**src/rtl/tw_pkg.sv**
```systemverilog
package tw_pkg;
  parameter int unsigned AW          = 32;
  parameter int unsigned L1_IDX_W    = 12;
  parameter int unsigned L2_IDX_W    = 8;
  parameter int unsigned SECT_W      = 20;
  parameter int unsigned PG_LARGE_W  = 16;
  parameter int unsigned PG_SMALL_W  = 12;
  parameter int unsigned TBL_ALIGN_W = 14;
  parameter int unsigned L2_ALIGN_W  = 10;
  parameter int unsigned AP_W        = 2;
  parameter int unsigned SUBPAGES    = 4;
  parameter int unsigned DOM_W       = 4;

  localparam int unsigned SEL_W       = $clog2(SUBPAGES);
  localparam int unsigned AP_LSB      = 4;
  localparam int unsigned SECT_AP_LSB = 10;
  localparam int unsigned DOM_LSB     = 5;
  localparam int unsigned BUF_BIT     = 2;
  localparam int unsigned CACHE_BIT   = 3;

  typedef enum logic [1:0] {
    L1K_FAULT,
    L1K_TABLE,
    L1K_SECTION
  } l1_kind_e;

  typedef enum logic [2:0] {
    ST_IDLE,
    ST_L1_REQ,
    ST_L1_WAIT,
    ST_L2_REQ,
    ST_L2_WAIT,
    ST_DONE
  } tw_state_e;

  typedef struct packed {
    logic [AW-1:0]    pa;
    logic             cache;
    logic             bufable;
    logic [DOM_W-1:0] dom;
    logic [AP_W-1:0]  ap;
    logic             fault;
  } tw_result_t;
endpackage

```
**src/rtl/tw_l1_dec.sv**
```systemverilog
module tw_l1_dec
  import tw_pkg::*;
(
  input  logic [AW-1:0]    desc,
  input  logic [AW-1:0]    va,
  output l1_kind_e         kind,
  output tw_result_t       sect_res,
  output logic [AW-1:0]    l2_addr,
  output logic [DOM_W-1:0] dom
);

  always_comb begin
    unique case (desc[1:0])
      2'b01:   kind = L1K_TABLE;
      2'b10:   kind = L1K_SECTION;
      default: kind = L1K_FAULT;
    endcase
  end

  assign dom = desc[DOM_LSB +: DOM_W];

  always_comb begin
    sect_res         = '0;
    sect_res.pa      = {desc[AW-1:SECT_W], va[SECT_W-1:0]};
    sect_res.cache   = desc[CACHE_BIT];
    sect_res.bufable = desc[BUF_BIT];
    sect_res.dom     = desc[DOM_LSB +: DOM_W];
    sect_res.ap      = desc[SECT_AP_LSB +: AP_W];
    sect_res.fault   = 1'b0;
  end

  assign l2_addr = {desc[AW-1:L2_ALIGN_W], va[SECT_W-1 -: L2_IDX_W], 2'b00};

endmodule

```
**src/rtl/tw_l2_dec.sv**
```systemverilog
module tw_l2_dec
  import tw_pkg::*;
(
  input  logic [AW-1:0]    desc,
  input  logic [AW-1:0]    va,
  input  logic [DOM_W-1:0] dom,
  output tw_result_t       res
);

  logic [AP_W-1:0]  ap_field [SUBPAGES];
  logic [SEL_W-1:0] sel_large;
  logic [SEL_W-1:0] sel_small;

  for (genvar i = 0; i < SUBPAGES; i++) begin : g_apf
    assign ap_field[i] = desc[AP_LSB + i*AP_W +: AP_W];
  end

  assign sel_large = va[PG_LARGE_W-1 -: SEL_W];
  assign sel_small = va[PG_SMALL_W-1 -: SEL_W];

  always_comb begin
    res = '0;
    unique case (desc[1:0])
      2'b01: begin
        res.pa      = {desc[AW-1:PG_LARGE_W], va[PG_LARGE_W-1:0]};
        res.ap      = ap_field[sel_large];
        res.cache   = desc[CACHE_BIT];
        res.bufable = desc[BUF_BIT];
        res.dom     = dom;
      end
      2'b10: begin
        res.pa      = {desc[AW-1:PG_SMALL_W], va[PG_SMALL_W-1:0]};
        res.ap      = ap_field[sel_small];
        res.cache   = desc[CACHE_BIT];
        res.bufable = desc[BUF_BIT];
        res.dom     = dom;
      end
      default: begin
        res.fault = 1'b1;
      end
    endcase
  end

endmodule

```
**src/rtl/tw_seq.sv**
```systemverilog
module tw_seq
  import tw_pkg::*;
(
  input  logic             clk,
  input  logic             rst_n,
  input  logic             req_valid,
  output logic             req_ready,
  input  logic [AW-1:0]    req_va,
  input  logic [AW-1:0]    req_base,
  output logic             mem_rd,
  output logic [AW-1:0]    mem_addr,
  input  logic             mem_gnt,
  input  logic             mem_rvalid,
  input  l1_kind_e         l1_kind,
  input  tw_result_t       l1_res,
  input  logic [AW-1:0]    l1_l2_addr,
  input  logic [DOM_W-1:0] l1_dom,
  input  tw_result_t       l2_res,
  output logic [AW-1:0]    va_q,
  output logic [DOM_W-1:0] dom_q,
  output logic             rsp_valid,
  output tw_result_t       rsp
);

  tw_state_e        state_q, state_d;
  logic [AW-1:TBL_ALIGN_W] base_q;
  logic [AW-1:0]    l2_addr_q;
  tw_result_t       res_q, res_d;
  tw_result_t       flt;
  logic             ld_req, ld_l1, ld_res;
  logic [AW-1:0]    l1_addr;

  always_comb begin
    flt       = '0;
    flt.fault = 1'b1;
  end

  always_comb begin
    state_d = state_q;
    ld_req  = 1'b0;
    ld_l1   = 1'b0;
    ld_res  = 1'b0;
    res_d   = flt;
    unique case (state_q)
      ST_IDLE: begin
        if (req_valid) begin
          ld_req  = 1'b1;
          state_d = ST_L1_REQ;
        end
      end
      ST_L1_REQ: begin
        if (mem_gnt) state_d = ST_L1_WAIT;
      end
      ST_L1_WAIT: begin
        if (mem_rvalid) begin
          unique case (l1_kind)
            L1K_SECTION: begin
              ld_res  = 1'b1;
              res_d   = l1_res;
              state_d = ST_DONE;
            end
            L1K_TABLE: begin
              ld_l1   = 1'b1;
              state_d = ST_L2_REQ;
            end
            default: begin
              ld_res  = 1'b1;
              res_d   = flt;
              state_d = ST_DONE;
            end
          endcase
        end
      end
      ST_L2_REQ: begin
        if (mem_gnt) state_d = ST_L2_WAIT;
      end
      ST_L2_WAIT: begin
        if (mem_rvalid) begin
          ld_res  = 1'b1;
          res_d   = l2_res;
          state_d = ST_DONE;
        end
      end
      ST_DONE: state_d = ST_IDLE;
      default: state_d = ST_IDLE;
    endcase
  end

  always_ff @(posedge clk or negedge rst_n) begin
    if (!rst_n) state_q <= ST_IDLE;
    else        state_q <= state_d;
  end

  always_ff @(posedge clk or negedge rst_n) begin
    if (!rst_n) begin
      va_q   <= '0;
      base_q <= '0;
    end else if (ld_req) begin
      va_q   <= req_va;
      base_q <= req_base[AW-1:TBL_ALIGN_W];
    end
  end

  always_ff @(posedge clk or negedge rst_n) begin
    if (!rst_n) begin
      l2_addr_q <= '0;
      dom_q     <= '0;
    end else if (ld_l1) begin
      l2_addr_q <= l1_l2_addr;
      dom_q     <= l1_dom;
    end
  end

  always_ff @(posedge clk or negedge rst_n) begin
    if (!rst_n)      res_q <= '0;
    else if (ld_res) res_q <= res_d;
  end

  assign l1_addr   = {base_q, va_q[AW-1 -: L1_IDX_W], 2'b00};
  assign req_ready = (state_q == ST_IDLE);
  assign mem_rd    = (state_q == ST_L1_REQ) || (state_q == ST_L2_REQ);
  assign mem_addr  = (state_q == ST_L2_REQ) ? l2_addr_q : l1_addr;
  assign rsp_valid = (state_q == ST_DONE);
  assign rsp       = res_q;

endmodule

```
**src/rtl/tt_walker.sv**
```systemverilog
module tt_walker
  import tw_pkg::*;
(
  input  logic             clk,
  input  logic             rst_n,
  input  logic             req_valid,
  output logic             req_ready,
  input  logic [AW-1:0]    req_va,
  input  logic [AW-1:0]    req_base,
  output logic             mem_rd,
  output logic [AW-1:0]    mem_addr,
  input  logic             mem_gnt,
  input  logic             mem_rvalid,
  input  logic [AW-1:0]    mem_rdata,
  output logic             rsp_valid,
  output logic [AW-1:0]    rsp_pa,
  output logic             rsp_cache,
  output logic             rsp_bufable,
  output logic [DOM_W-1:0] rsp_domain,
  output logic [AP_W-1:0]  rsp_ap,
  output logic             rsp_fault
);

  l1_kind_e         l1_kind;
  tw_result_t       l1_res;
  tw_result_t       l2_res;
  tw_result_t       rsp;
  logic [AW-1:0]    l1_l2_addr;
  logic [DOM_W-1:0] l1_dom;
  logic [AW-1:0]    va_q;
  logic [DOM_W-1:0] dom_q;

  tw_l1_dec u_l1 (
    .desc     (mem_rdata),
    .va       (va_q),
    .kind     (l1_kind),
    .sect_res (l1_res),
    .l2_addr  (l1_l2_addr),
    .dom      (l1_dom)
  );

  tw_l2_dec u_l2 (
    .desc (mem_rdata),
    .va   (va_q),
    .dom  (dom_q),
    .res  (l2_res)
  );

  tw_seq u_seq (
    .clk        (clk),
    .rst_n      (rst_n),
    .req_valid  (req_valid),
    .req_ready  (req_ready),
    .req_va     (req_va),
    .req_base   (req_base),
    .mem_rd     (mem_rd),
    .mem_addr   (mem_addr),
    .mem_gnt    (mem_gnt),
    .mem_rvalid (mem_rvalid),
    .l1_kind    (l1_kind),
    .l1_res     (l1_res),
    .l1_l2_addr (l1_l2_addr),
    .l1_dom     (l1_dom),
    .l2_res     (l2_res),
    .va_q       (va_q),
    .dom_q      (dom_q),
    .rsp_valid  (rsp_valid),
    .rsp        (rsp)
  );

  assign rsp_pa      = rsp.pa;
  assign rsp_cache   = rsp.cache;
  assign rsp_bufable = rsp.bufable;
  assign rsp_domain  = rsp.dom;
  assign rsp_ap      = rsp.ap;
  assign rsp_fault   = rsp.fault;

endmodule

```
**config.mk**
```make
export PLATFORM = sky130hd
export DESIGN_NAME = tt_walker
export DESIGN_NICKNAME = d
export VERILOG_FILES = /design/src/rtl/tw_pkg.sv /design/src/rtl/tw_l1_dec.sv /design/src/rtl/tw_l2_dec.sv /design/src/rtl/tw_seq.sv /design/src/rtl/tt_walker.sv
export SDC_FILE = /design/constraint.sdc
export NUM_CORES = 1
export LEC_CHECK = 0
export ABC_CLOCK_PERIOD_IN_PS = 1500
export BUFFER_PORTS_ARGS = -buffer_cell sky130_fd_sc_hd__buf_2
export CAP_MARGIN = 40
export CORE_MARGIN = 3
export CORE_UTILIZATION = 46
export CTS_CLUSTER_SIZE = 25
export DETAILED_ROUTE_END_ITERATION = 7
export PLACE_DENSITY = 0.85
export SYNTH_ARGS = -nofsm -noshare
export SYNTH_HDL_FRONTEND = slang
export SYNTH_SLANG_ARGS = --single-unit
```
**constraint.sdc**
```tcl
create_clock -name clk -period 1.5 [get_ports clk]
set_input_delay 0.3 -clock clk [delete_from_list [all_inputs] [get_ports clk]]
set_output_delay 0.3 -clock clk [all_outputs]
set_load 0.05 [all_outputs]
```
==> flow_summary.json <==
{
  "required_ps": 1200,
  "ant_nets": 0,
  "max-cap-violations": 0,
  "yosys-top-cells-area": "dfrtp_1 57%, mux2_2 22%, a22o_1 4.2%, nor2_1 1.9%, mux4_2 1.6%",
  "fp-row-count": 39,
  "yosysSeqAreaShare_pct": 57.5,
  "setup.worst_path.start_class": "flip-flop",
  "grt_max_degree": 35,
  "dpl.hpwl_um": 10200,
  "ff2ff_path_depth": 11,
  "synth-seq-cells": 128,
  "worst_r2r_endpoint": "u_seq.rsp[32]$_DFFE_PN0P_",
  "drt-initial-drc-count": 256,
  "report.final.slew_viol_count": 0,
  "critPathSlowestCell": "dfrtp_1",
  "hold_start": "req_va[7]",
  "finalWirelength_um": 18800,
  "slowest_delay_ps": 390,
  "setup_slack_ps": -633,
  "drt-pass1-iter-count": 4,
  "ir_worst_vdd_mv": 1.65,
  "gp_congestion": 0.810,
  "fin_crit_sh_pct": 142,
  "synth_common_cells": "128 x dfrtp_1, 109 x mux2_2, 28 x nor2_1, 27 x a22o_1",
  "fillers": 643,
  "core_area_um2": 11600,
  "placed_cells_incl_taps": 701,
  "path_cells": "and2b_2 > nand2_4 > clkbuf_16 > mux2_4 > buf_6",
  "worstHoldEndpoint": "u_seq.va_q[7]$_DFFE_PN0P_",
  "wl_per_cell_um": 24.0,
  "crit_arrival_ps": 1830,
  "yosysUniqueCellTypes": 39,
  "p_leak_nw": 4.54,
  "rrSetupSlack_ps": -590,
  "grt_pass1_vias": 4781,
  "die_area_um2": 13500,
  "numClockSinks": 128,
  "setup_viol": 158,
  "antenna_found_initial": 1,
  "layout-drive-gt1-share_pct": 68.0,
  "path_class": "reg -> out",
  "cts_inserted_buffers": 17,
  "hold_class": "in -> reg",
  "track_usage_pct": 26.5,
  "netlist_area_um2": 5580,
  "hold_depth": 2,
  "cts_max_level": 4,
  "r2r_start": "u_seq.state_q[2]$_DFFE_PN0P_",
  "final_cell_area_um2": 8990,
  "cts-root-buf": "clkbuf_16",
  "fmax_mhz": 469,
  "cpLargestDelayFamily": "flip-flops",
  "io_pins": 177,
  "gr-total-overflow": 0,
  "placed_cell_area_um2": 6900,
  "p_per_area_nw_per_um2": 2440,
  "grt_pass1_wl_um": 26700,
  "ys.flop_type": "dfrtp_1",
  "clockBufferDepth": 2,
  "tritoncts": "done",
  "drc": 0,
  "yosysMostFrequentCell": "dfrtp_1",
  "path_clk_slew_ps": 60,
  "finClkSkew_ps": 11.3,
  "hold_viol": 0,
  "synth-async-reset-ratio_pct": 100,
  "timing.final.crit_period_ps": 2130,
  "violations": "setup timing",
  "synth-edff-count": 0,
  "die_w_um": 116,
  "cp_max_fo": 9,
  "area_growth_pct": 61.3,
  "die_h_um": 116,
  "vias_per_cell": 5.68,
  "initial_utilization_pct": 48.0,
  "synth_top_area_share_pct": 57.5,
  "insertion_delay_ps": 410,
  "synthCells": 394,
  "dpl_worst_slack_ps": -225,
  "yosysTopAreaCell": "dfrtp_1",
  "syn_avg_cell_area_um2": 14.2,
  "grt_setup_unrepaired": "yes",
  "nNetsFinal": 730,
  "outcome": "finished with violations",
  "port_buffers": 160,
  "total_power_mw": 21.9,
  "critPathCaptureType": "primary output",
  "yosysWarnings": 0,
  "critPathBufInv": 2,
  "vias": 4441,
  "layout.cells.non_filler": 782
}
-- per-layer routing --
| metal | wire length, um | vias up | global-route usage [%] |
|---|---|---|---|
| li1 | - | 1906 | - |
| met1 | 7420 | 2314 | 33.1 |
| met2 | 9710 | 199 | 43.8 |
| met3 | 1350 | 22 | 7.10 |
| met4 | 297 | 0 | 11.3 |
| met5 | 0 | - | 0 |
-- layout by cell type, fill, tap and decap left out, drive strengths merged, types with 2 or more instances in the layout --
cell type | synthesis | routed
clkinv | 0 | 4
buf | 26 | 229
inv | 4 | 4
a21oi | 14 | 14
nor2 | 28 | 28
mux4 | 4 | 4
nor3 | 2 | 2
ha | 4 | 4
nand2 | 3 | 3
a221oi | 8 | 8
conb | 1 | 2
and2 | 3 | 4
nor2b | 3 | 3
mux2 | 114 | 114
nor3b | 2 | 2
clkbuf | 2 | 29
o21ai | 7 | 7
a22oi | 2 | 2
a22o | 27 | 27
clkinvlp | 0 | 2
bufinv | 0 | 4
and4 | 2 | 2
dfrtp | 128 | 128
-- cell type report --
class,instances,area [um^2],area share (%)
Inverter,4,15.0,0.167
Clock buffer,22,464,5.16
Multi-Input combinational cell,236,2740,30.5
Timing Repair Buffer,238,2220,24.7
Tap cell,143,179,1.99
Antenna cell,1,2.50,0.0278
Clock inverter,10,159,1.77
Sequential cell,128,3200,35.6
-- per-stage QoR --
stage	setup TNS (ps)	util, %	hold slack [ps]
global placement	-15700	59.4	218
global route	-66080	77.4	103
floorplan	-26100	-	4.41
finish	-60090	77.4	115
detailed placement	-23430	59.4	218
CTS	-40300	74.1	92.5
-- worst register-to-register path, delay by kind of cell (launching register included) --
kind | cells | cell delay (ps)
flip-flops | 1 | 390
AO/OA/AOI/OAI | 2 | 480
AND/OR/NAND/NOR | 2 | 220
buffers and inverters | 7 | 890
-- state kept, by name (all words and copies together) (netlist names) --
name / cells
u_seq.base_q: 18
u_seq.dom_q: 4
u_seq.rsp: 41
u_seq.va_q: 32
u_seq.state_q: 3
u_seq.l2_addr_q: 30
-- timing repair --
item	4_1_cts	5_1_grt
cloned	12	8
endpoints found under the hold margin	16	0
gates resized for setup	154	57
pin swaps	15	15
hold buffers	1	0
setup buffers	23	10
endpoints found under the setup margin	124	158
-- power breakdown --
part,switching (mW),internal [mW]
registers,1.07,4.92
logic,5.93,5.68
clock network,1.48,2.86
total,8.47,13.5
-- cells by family (layout without fill, tap and decap cells) --
logic type / count (synthesis) / in the layout / synth area share (%)
AOI/OAI and AO/OA: 61 / 61 / 8.35
xor gates and xnor gates: 1 / 1 / 0.157
adders and majority gates: 4 / 4 / 0.898
buffers and inverters: 32 / 274 / 3.48
DFF: 128 / 128 / 57.5
muxes: 119 / 119 / 24.8
other: 1 / 3 / 0.0673
and+or+nand+nor: 48 / 49 / 4.78
-- worst max path at each step --
stage | endpoint | slack, ps | from | depth (start not counted)
after global placement | mem_addr[14] | -180 | u_seq.state_q[2]$_DFFE_PN0P_ | 5
after global routing | mem_addr[29] | -670 | u_seq.state_q[2]$_DFFE_PN0P_ | 5
after detailed placement | u_seq.rsp[27]$_DFFE_PN0P_ | -220 | u_seq.state_q[2]$_DFFE_PN0P_ | 6
final | mem_addr[29] | -630 | u_seq.state_q[2]$_DFFE_PN0P_ | 5
after CTS | mem_addr[26] | -600 | u_seq.state_q[2]$_DFFE_PN0P_ | 5
after floorplan | u_seq.base_q[14]$_DFFE_PN0P_ | -400 | u_seq.state_q[0]$_DFFE_PN0P_ | 6
Note: power is estimated with default switching activity, not from simulation.
